--- src/rtl/gpio_pair_pkg.sv ---
package gpio_pair_pkg;
  localparam int CTL_W = 8;

  // Read view of one control register, MSB first.
  typedef struct packed {
    logic pin_lvl;    // 7: synchronized pad level, read-only
    logic edge_seen;  // 6: sticky edge flag, write 1 to clear
    logic alert_hi;   // 5: alert polarity
    logic alert_on;   // 4: alert mode enable
    logic edge_fall;  // 3: 1 = falling edge, 0 = rising edge
    logic edge_mode;  // 2: 1 = edge sensing, 0 = level sensing
    logic drive_val;  // 1: output value
    logic is_out;     // 0: 1 = output, 0 = input
  } gpio_ctl_t;

  // Writable configuration bits only.
  typedef struct packed {
    logic alert_hi;
    logic alert_on;
    logic edge_fall;
    logic edge_mode;
    logic drive_val;
    logic is_out;
  } gpio_cfg_t;
endpackage

--- src/rtl/gpio_sync.sv ---
module gpio_sync #(
  parameter int STAGES = 2
) (
  input  logic clk,
  input  logic rst,
  input  logic d,
  output logic q
);
  logic [STAGES-1:0] chain;

  always_ff @(posedge clk) begin
    if (rst) chain <= '0;
    else     chain <= {chain[STAGES-2:0], d};
  end

  assign q = chain[STAGES-1];
endmodule

--- src/rtl/gpio_edge_flag.sv ---
module gpio_edge_flag (
  input  logic clk,
  input  logic rst,
  input  logic lvl,
  input  logic arm,
  input  logic fall_sel,
  input  logic clr,
  output logic flag
);
  logic lvl_d;
  logic hit;

  always_ff @(posedge clk) begin
    if (rst) lvl_d <= 1'b0;
    else     lvl_d <= lvl;
  end

  assign hit = arm & (fall_sel ? (lvl_d & ~lvl) : (lvl & ~lvl_d));

  // A new edge wins over a clearing write in the same cycle.
  always_ff @(posedge clk) begin
    if (rst)      flag <= 1'b0;
    else if (hit) flag <= 1'b1;
    else if (clr) flag <= 1'b0;
  end
endmodule

--- src/rtl/gpio_channel.sv ---
module gpio_channel
  import gpio_pair_pkg::*;
#(
  parameter int SYNC_STAGES = 2
) (
  input  logic      clk,
  input  logic      rst,
  input  logic      wr_en,
  input  gpio_cfg_t wr_cfg,
  input  logic      wr_clr,
  input  logic      pad_in,
  input  logic      fault,
  output logic      pad_out,
  output logic      pad_oe,
  output gpio_ctl_t view
);
  gpio_cfg_t cfg;
  logic      lvl_sync;
  logic      flag;
  logic      arm;

  always_ff @(posedge clk) begin
    if (rst)        cfg <= '0;
    else if (wr_en) cfg <= wr_cfg;
  end

  gpio_sync #(.STAGES(SYNC_STAGES)) u_sync (
    .clk (clk),
    .rst (rst),
    .d   (pad_in),
    .q   (lvl_sync)
  );

  assign arm = cfg.edge_mode & ~cfg.is_out & ~cfg.alert_on;

  gpio_edge_flag u_edge (
    .clk      (clk),
    .rst      (rst),
    .lvl      (lvl_sync),
    .arm      (arm),
    .fall_sel (cfg.edge_fall),
    .clr      (wr_en & wr_clr),
    .flag     (flag)
  );

  always_comb begin
    if (cfg.alert_on) begin
      pad_oe  = 1'b1;
      pad_out = fault ? cfg.alert_hi : ~cfg.alert_hi;
    end else begin
      pad_oe  = cfg.is_out;
      pad_out = cfg.is_out & cfg.drive_val;
    end
  end

  always_comb begin
    view           = '0;
    view.pin_lvl   = lvl_sync;
    view.edge_seen = flag;
    view.alert_hi  = cfg.alert_hi;
    view.alert_on  = cfg.alert_on;
    view.edge_fall = cfg.edge_fall;
    view.edge_mode = cfg.edge_mode;
    view.drive_val = cfg.drive_val;
    view.is_out    = cfg.is_out;
  end
endmodule

--- src/rtl/gpio_pair_ctrl.sv ---
module gpio_pair_ctrl
  import gpio_pair_pkg::*;
#(
  parameter int                NUM_CH      = 2,
  parameter int                ADDR_W      = 8,
  parameter logic [ADDR_W-1:0] BASE_ADDR   = 'h40,
  parameter int                SYNC_STAGES = 2
) (
  input  logic              clk,
  input  logic              rst,
  input  logic              bus_wr,
  input  logic              bus_rd,
  input  logic [ADDR_W-1:0] bus_addr,
  input  logic [CTL_W-1:0]  bus_wdata,
  output logic [CTL_W-1:0]  bus_rdata,
  input  logic [NUM_CH-1:0] pin_in,
  input  logic [NUM_CH-1:0] fault_in,
  output logic [NUM_CH-1:0] pin_out,
  output logic [NUM_CH-1:0] pin_oe
);
  gpio_ctl_t [NUM_CH-1:0] ctl_flat;
  logic      [NUM_CH-1:0] sel;
  gpio_cfg_t              wr_cfg;
  logic                   wr_clr;
  logic [CTL_W-1:0]       rd_mux;
  logic                   unused_wdata_msb;

  assign wr_cfg           = gpio_cfg_t'(bus_wdata[5:0]);
  assign wr_clr           = bus_wdata[6];
  assign unused_wdata_msb = bus_wdata[7];

  for (genvar i = 0; i < NUM_CH; i++) begin : g_ch
    assign sel[i] = (bus_addr == BASE_ADDR + ADDR_W'(i));

    gpio_channel #(.SYNC_STAGES(SYNC_STAGES)) u_ch (
      .clk     (clk),
      .rst     (rst),
      .wr_en   (bus_wr & sel[i]),
      .wr_cfg  (wr_cfg),
      .wr_clr  (wr_clr),
      .pad_in  (pin_in[i]),
      .fault   (fault_in[i]),
      .pad_out (pin_out[i]),
      .pad_oe  (pin_oe[i]),
      .view    (ctl_flat[i])
    );
  end

  always_comb begin
    rd_mux = '0;
    for (int k = 0; k < NUM_CH; k++) begin
      if (sel[k]) rd_mux = ctl_flat[k];
    end
  end

  always_ff @(posedge clk) begin
    if (rst)         bus_rdata <= '0;
    else if (bus_rd) bus_rdata <= rd_mux;
  end
endmodule

--- config.mk ---
export PLATFORM = sky130hd
export DESIGN_NAME = gpio_pair_ctrl
export DESIGN_NICKNAME = d
export VERILOG_FILES = /design/src/rtl/gpio_pair_pkg.sv /design/src/rtl/gpio_sync.sv /design/src/rtl/gpio_edge_flag.sv /design/src/rtl/gpio_channel.sv /design/src/rtl/gpio_pair_ctrl.sv
export SDC_FILE = /design/constraint.sdc
export NUM_CORES = 1
export LEC_CHECK = 0
export ABC_AREA = 1
export BUFFER_PORTS_ARGS = -buffer_cell sky130_fd_sc_hd__buf_2
export CAP_MARGIN = 20
export CORE_MARGIN = 5
export CORE_UTILIZATION = 36
export DETAILED_ROUTE_END_ITERATION = 10
export GPL_ROUTABILITY_DRIVEN = 0
export PLACE_DENSITY = 0.69
export SLEW_MARGIN = 30
export SYNTH_ARGS = -nofsm -noshare
export SYNTH_HDL_FRONTEND = slang
export SYNTH_SLANG_ARGS = --single-unit
--- constraint.sdc ---
create_clock -name clk -period 1 [get_ports clk]
set_clock_uncertainty 0.1 [all_clocks]
set_input_delay 0 -clock clk [delete_from_list [all_inputs] [get_ports clk]]
set_output_delay 0 -clock clk [all_outputs]
set_load 0.02 [all_outputs]
[Word-level counts from Yosys, hierarchy flattened]
Cells that the tools add are included.
W data, S select, Z words.
Storage, ports and cells
  latch bits: 0
  memories kept: 0
  input bits: 24
  word-level logic and storage cells: 63
  register bits after elaboration: 28
  memory bits (writable): 0
  memory bits (read-only): 0
Cells by class
  div/mod/pow operators: 0
  magnitude comparators: 0
  mux-type cells: 14
  eq/ne operators: 2
  $add $sub $neg: 0
  bitwise logic cells: 26
  shifts and indexed selects: 0
  reduce and logical (&&, ||, !) cells: 2
  $mul: 0
Operators by type and width (count)
  $and A1 B1 Y1: 16
  $eq A8 B7 Y1 const B: 2
  $mux W8: 2
  $mux W1: 12
  $not A1 Y1: 10
  $reduce_bool A2 Y1: 2

[Longest topological paths before layout]
  depth in word-level cells: 5
  mapped depth: 9

[Hierarchy]
A second synthesis with hierarchy kept.
Unflattened totals
  cells, all modules: 206
  area, all modules: 1437.6 um^2
Modules (own cells, without submodules)
  gpio_pair_ctrl: sequential area each 160.2 um^2, times used 1, area an instance 596.8 um^2, cells each 88
  gpio_channel: sequential area each 120.1 um^2, times used 2, area an instance 271.5 um^2, cells each 40
  gpio_edge_flag: sequential area each 40.0 um^2, times used 2, area an instance 93.8 um^2, cells each 13
  gpio_sync: sequential area each 40.0 um^2, times used 2, area an instance 55.1 um^2, cells each 6

[Worst setup path after synthesis]
Ideal clock, no wire load.
  path type: input-to-reg
  start point: input bus_addr[2]
  end point: register g_ch[1].u_ch.cfg, in the netlist g_ch[1].u_ch.view[0]
  arrival time: 0.730 ns
  cell stages on the path: 8
  path slack: 0.058 ns
  buffers on the path: 1
  library setup time: 0.113 ns
  cells stage by stage: inv_1 > nand2_1 > nor2_4 > and2_4 > nand2_4 > buf_6 > nor2_1 > nor2_1
Between the ends
  word-level cells in the longest chain between the ends: 2
Ends and longest elaborated chain
  start: declaration: line gpio_pair_ctrl.sv:13  | input logic [ADDR_W-1:0] bus_addr,
  $eq A8 B7 Y1: line gpio_pair_ctrl.sv:33  | assign sel[i] = (bus_addr == BASE_ADDR + ADDR_W'(i));
  $and A1 B1 Y1: line gpio_pair_ctrl.sv:38  | .wr_en (bus_wr & sel[i]),
  end signal: assignment: line gpio_channel.sv:24  | else if (wr_en) cfg <= wr_cfg;
  end: declaration: line gpio_channel.sv:17  | gpio_cfg_t cfg;
No other way between the ends.
A chain may end at the register's enable or synchronous reset.

[Worst setup path in the final report]
  start point: register g_ch[1].u_ch.cfg, in the netlist g_ch[1].u_ch.view[5]
  end point: output pin_out[1]
Between the ends
  word-level cells in the longest chain between the ends: 3
Ends and longest elaborated chain
  $not A1 Y1: line gpio_channel.sv:49  | pad_out = fault ? cfg.alert_hi : ~cfg.alert_hi;
  $mux W1 *: line gpio_channel.sv:49
  $mux W1 *: line gpio_channel.sv:47  | if (cfg.alert_on) begin
  end: declaration: line gpio_pair_ctrl.sv:18  | output logic [NUM_CH-1:0] pin_out,
Every way passes the cells marked *; elsewhere a longest branch is shown, timed or not.

==> metrics.md <==
| Metric | Value |
|---|---|
| Status | finished with violations |
| Failing checks | negative setup slack |
| Psw | between 0.4 and 0.5 mW |
| Worst hold slack | between 6 and 7 ps |
| Layout Cells excl Fill | 300 |
| Leakage | around 0.94 nW |
| Comb power frac | a little under an eighth |
| Clock power frac | 33.1% |
| Total of max-cap violations | 0 |
| Total Nets Final | between 200 and 300 |
| Setup TNS | -291.3 ps |
| Register-to-Register Path Depth | 4 |
| Root Buffer | clkbuf_8 |
| Worst EP arrival | just over 1000 ps |
| Diodes inserted | 0 |
| Pwr dens | about 1100 nW/um^2 |
| Largest buffer count on any clock path | 2 |
| First-pass GRT wire length | 5.064 mm |
| Final WL | 2.980 mm |
| Crit Reg-Reg Endpoint | g_ch[0].u_ch.u_edge.flag$_SDFFE_PP0P_ |
| Drt wl/cell | a little under 10 um |
| Drt drc | 0 |
| Initial antenna violation count | 0 |
| TritonCTS clock tree | done |
| Hold Vio Cnt, Final | 0 |
| Setup ws final | -129.5 ps |
| Reg-to-reg slack, setup | -10 ps |
| CP delay by family, top | flip-flops |
| Vias in the first global route | about 1300 |
| Vias per std cell | 4.320 |
| GRT Overall Usage | about an eighth |
| Top cells by area, synth | dfxtp_1 (41%), nor2_1 (14%), nand2_1 (10%) |
| Area of placed instances | about 1600 sq um |
| Post-synth cell types | 21 |
| Nature of the critical path startpoint | register |
| Worst r2r src | g_ch[0].u_ch.view[4]$_SDFFE_PP0P_ |
| Final Max Tran Viols | 0 |
| Switching share of power | 23.33% |
| Post-DRT Antenna Nets | 0 |
| Sequential cell area fraction in the yosys report | between 40% and 50% |
| Asr flop ratio synth | 0% |
| Seq cells post-synth | 28 |
| Final Setup Violations | 4 |
| Cell count after synthesis | 203 |
| RSZ-0062 raised after global routing | yes |
| Internal | 1.600 mW |
| Initial Utilization | between 30% and 40% |
| Via Count | roughly 1300 |
| Critical Path RT | about 900 ps |
| Number of CTS-inserted buffers | 3 |
| CTS HTree Levels | 1 |
| Post-Place Cells | about 280 |
| Ys Warns | 0 |
| CP Depth | 3 |
| Port Buffers | 34 |
| Largest net degree at the start of global routing | 17 |
| Syn avg cell area | ~6.7 sq um |
| CP max stage cell | dfxtp_2 |
| Clk_lat worst skew | 270 ps |
| Crit Path Class | reg -> out |
| Crit path cell chain | xor2_1 -> o21ai_1 -> buf_4 |
| Crit Path Max Fanout | 3 |
| CTS sink count | 28 |
| Top-count cell post-synth | nor2_1 |
| Die H | about 70 um |
| Number of synthesized flops with an enable pin | 0 |
| Fillers | approximately 390 |
| Buffer and inverter count on the worst path | 1 |
| Slowest stage delay, CP | 340 ps |
| Dpl ws | -33.76 ps |
| Syn Std Cell Area | between 1000 and 1500 sq um |
| CP startpoint | g_ch[1].u_ch.view[5]$_SDFFE_PP0P_ |
| Top cell type's share of synthesized area | about two fifths |
| Fmax | 885.4 MHz |
| I/O pin count | 36 |
| Drt initial violations | between 50 and 60 |
| Area leader, netlist | dfxtp_1 |
| P&R area growth vs syn | 35.31% |
| TritonRoute pass-1 iters | 4 |
| CP Capture Point | pin_out[1] |
| Top_reg_cell synth | dfxtp_1 |
| Crit path capture type | primary output |
| Fin crit share | 112.9% |
| Layout cells sized above 1 | a little under a third |
| Slew margin rel. | 77.34% |
| Peak supply drop | about 0.77 mV |
| Die X | 71.33 um |
| Seq pwr share | approximately 55% |
| Die area | 5087 sq um |
| Post-route cell area | 1832 sq um |
| Synth cell count leaders | nor2_1 (52), nand2_1 (36), dfxtp_1 (28) |
| Row count | 22 |
| DP HPWL | between 2 and 2.5 mm |
| Fin crit period | around 1100 ps |
| Worst-Margin Slew | about 340 ps |
| Clock-pin slew on the worst setup and hold paths | 90 ps |
| WHS Path Cells | 3 |
| Worst Hold Class | in -> reg |
| GR Overflow Total | 0 |
| Mapped Nets | roughly 230 |
| Core footprint | between 3000 and 4000 sq um |
## metal layers
layer	global-route usage [%]	wire [um]	share of wire, %	vias up
met2	20.61	1361	46	24
met3	3.927	146	4.9	7
li1	-	-	-	705
met1	14.53	1425	48	560
met4	2.505	48	1.6	0
met5	0	0	0	-
## through the flow
stage | util, % | total power, mW
after floorplan | - | 1.307
after global placement | 43.68 | 1.398
after detailed placement | 43.68 | 1.399
after CTS | 49.11 | 2.107
after global routing | 50.03 | 2.188
final | 50.03 | 2.087
## how the worst min path moves through the flow
stage | startpoint | end
2_1_floorplan | pin_in[0] | g_ch[0].u_ch.u_sync.chain[0]$_SDFF_PP0_
3_3_place_gp | pin_in[0] | g_ch[0].u_ch.u_sync.chain[0]$_SDFF_PP0_
3_5_place_dp | pin_in[0] | g_ch[0].u_ch.u_sync.chain[0]$_SDFF_PP0_
4_1_cts | rst | g_ch[0].u_ch.u_edge.flag$_SDFFE_PP0P_
5_1_grt | rst | g_ch[0].u_ch.u_edge.flag$_SDFFE_PP0P_
6_report | rst | g_ch[0].u_ch.u_edge.flag$_SDFFE_PP0P_
## cell type report
class,count,area (sq um),share of cell area (%)
Multi-Input combinational cell,135,644.4,35.18
Sequential cell,28,573.1,31.28
Timing Repair Buffer,55,384.1,20.97
Inverter,30,115.1,6.284
Tap cell,48,60.06,3.279
Clock buffer,4,55.05,3.005
## kinds of logic (layout without fill, tap and decap cells)
kind of cell,Yosys count,after routing,share of synthesized area (%)
compound gates,13,13,4.991
xor+xnor,2,2,1.294
buf+inv,40,89,13.12
flops,28,28,41.40
simple gates,120,120,39.19
## cells in the final DEF, fill, tap and decap left out
| cell type | count |
|---|---|
| nand3_2 | 1 |
| dlygate4sd3_1 | 9 |
| buf_6 | 3 |
| inv_4 | 1 |
| o21ai_0 | 1 |
| dfxtp_1 | 22 |
| a21oi_2 | 1 |
| nand2_1 | 34 |
| a21oi_1 | 3 |
| o21ai_1 | 7 |
| and2_4 | 1 |
| inv_1 | 24 |
| nor2_1 | 50 |
| nand4_1 | 2 |
| nand3_1 | 17 |
| nand2_4 | 2 |
| nor2_2 | 1 |
| dfxtp_4 | 2 |
| buf_12 | 1 |
| xor2_1 | 2 |
| dfxtp_2 | 4 |
| nor2_4 | 4 |
| inv_2 | 5 |
| buf_4 | 12 |
| o21bai_1 | 1 |
| buf_2 | 30 |
| nand2_2 | 8 |
| clkbuf_8 | 4 |
## sequential cells by signal, indices dropped and copies added (netlist names)
| name | count |
|---|---|
| g_ch.u_ch.view | 12 |
| bus_rdata | 8 |
| g_ch.u_ch.u_sync.chain | 4 |
| g_ch.u_ch.u_edge.flag | 2 |
| g_ch.u_ch.u_edge.lvl_d | 2 |
## worst register-to-register path, stage by stage (launching register included)
cell,delay [ps]
dfxtp_4,370
nor2_4,130
buf_6,100
nand4_1,120
a21oi_2,140
## timing repair
| action | in CTS | in global routing |
|---|---|---|
| cloned | 0 | 0 |
| hold buffers | 9 | 0 |
| gates resized for setup | 19 | 9 |
| hold endpoints to repair | 16 | 0 |
| setup endpoints to repair | 5 | 7 |
| setup buffers | 4 | 1 |
| pin swaps | 3 | 9 |
## power groups by stage
stage                     Combinational, mW  Sequential (mW)  Clock (mW)
after floorplan                       0.111             1.20           0
after global placement                0.220             1.18           0
after detailed placement              0.221             1.18           0
after CTS                             0.249             1.15       0.711
after global routing                  0.284             1.15       0.754
final                                 0.249             1.15       0.691
(Power assumes the default switching activity.)
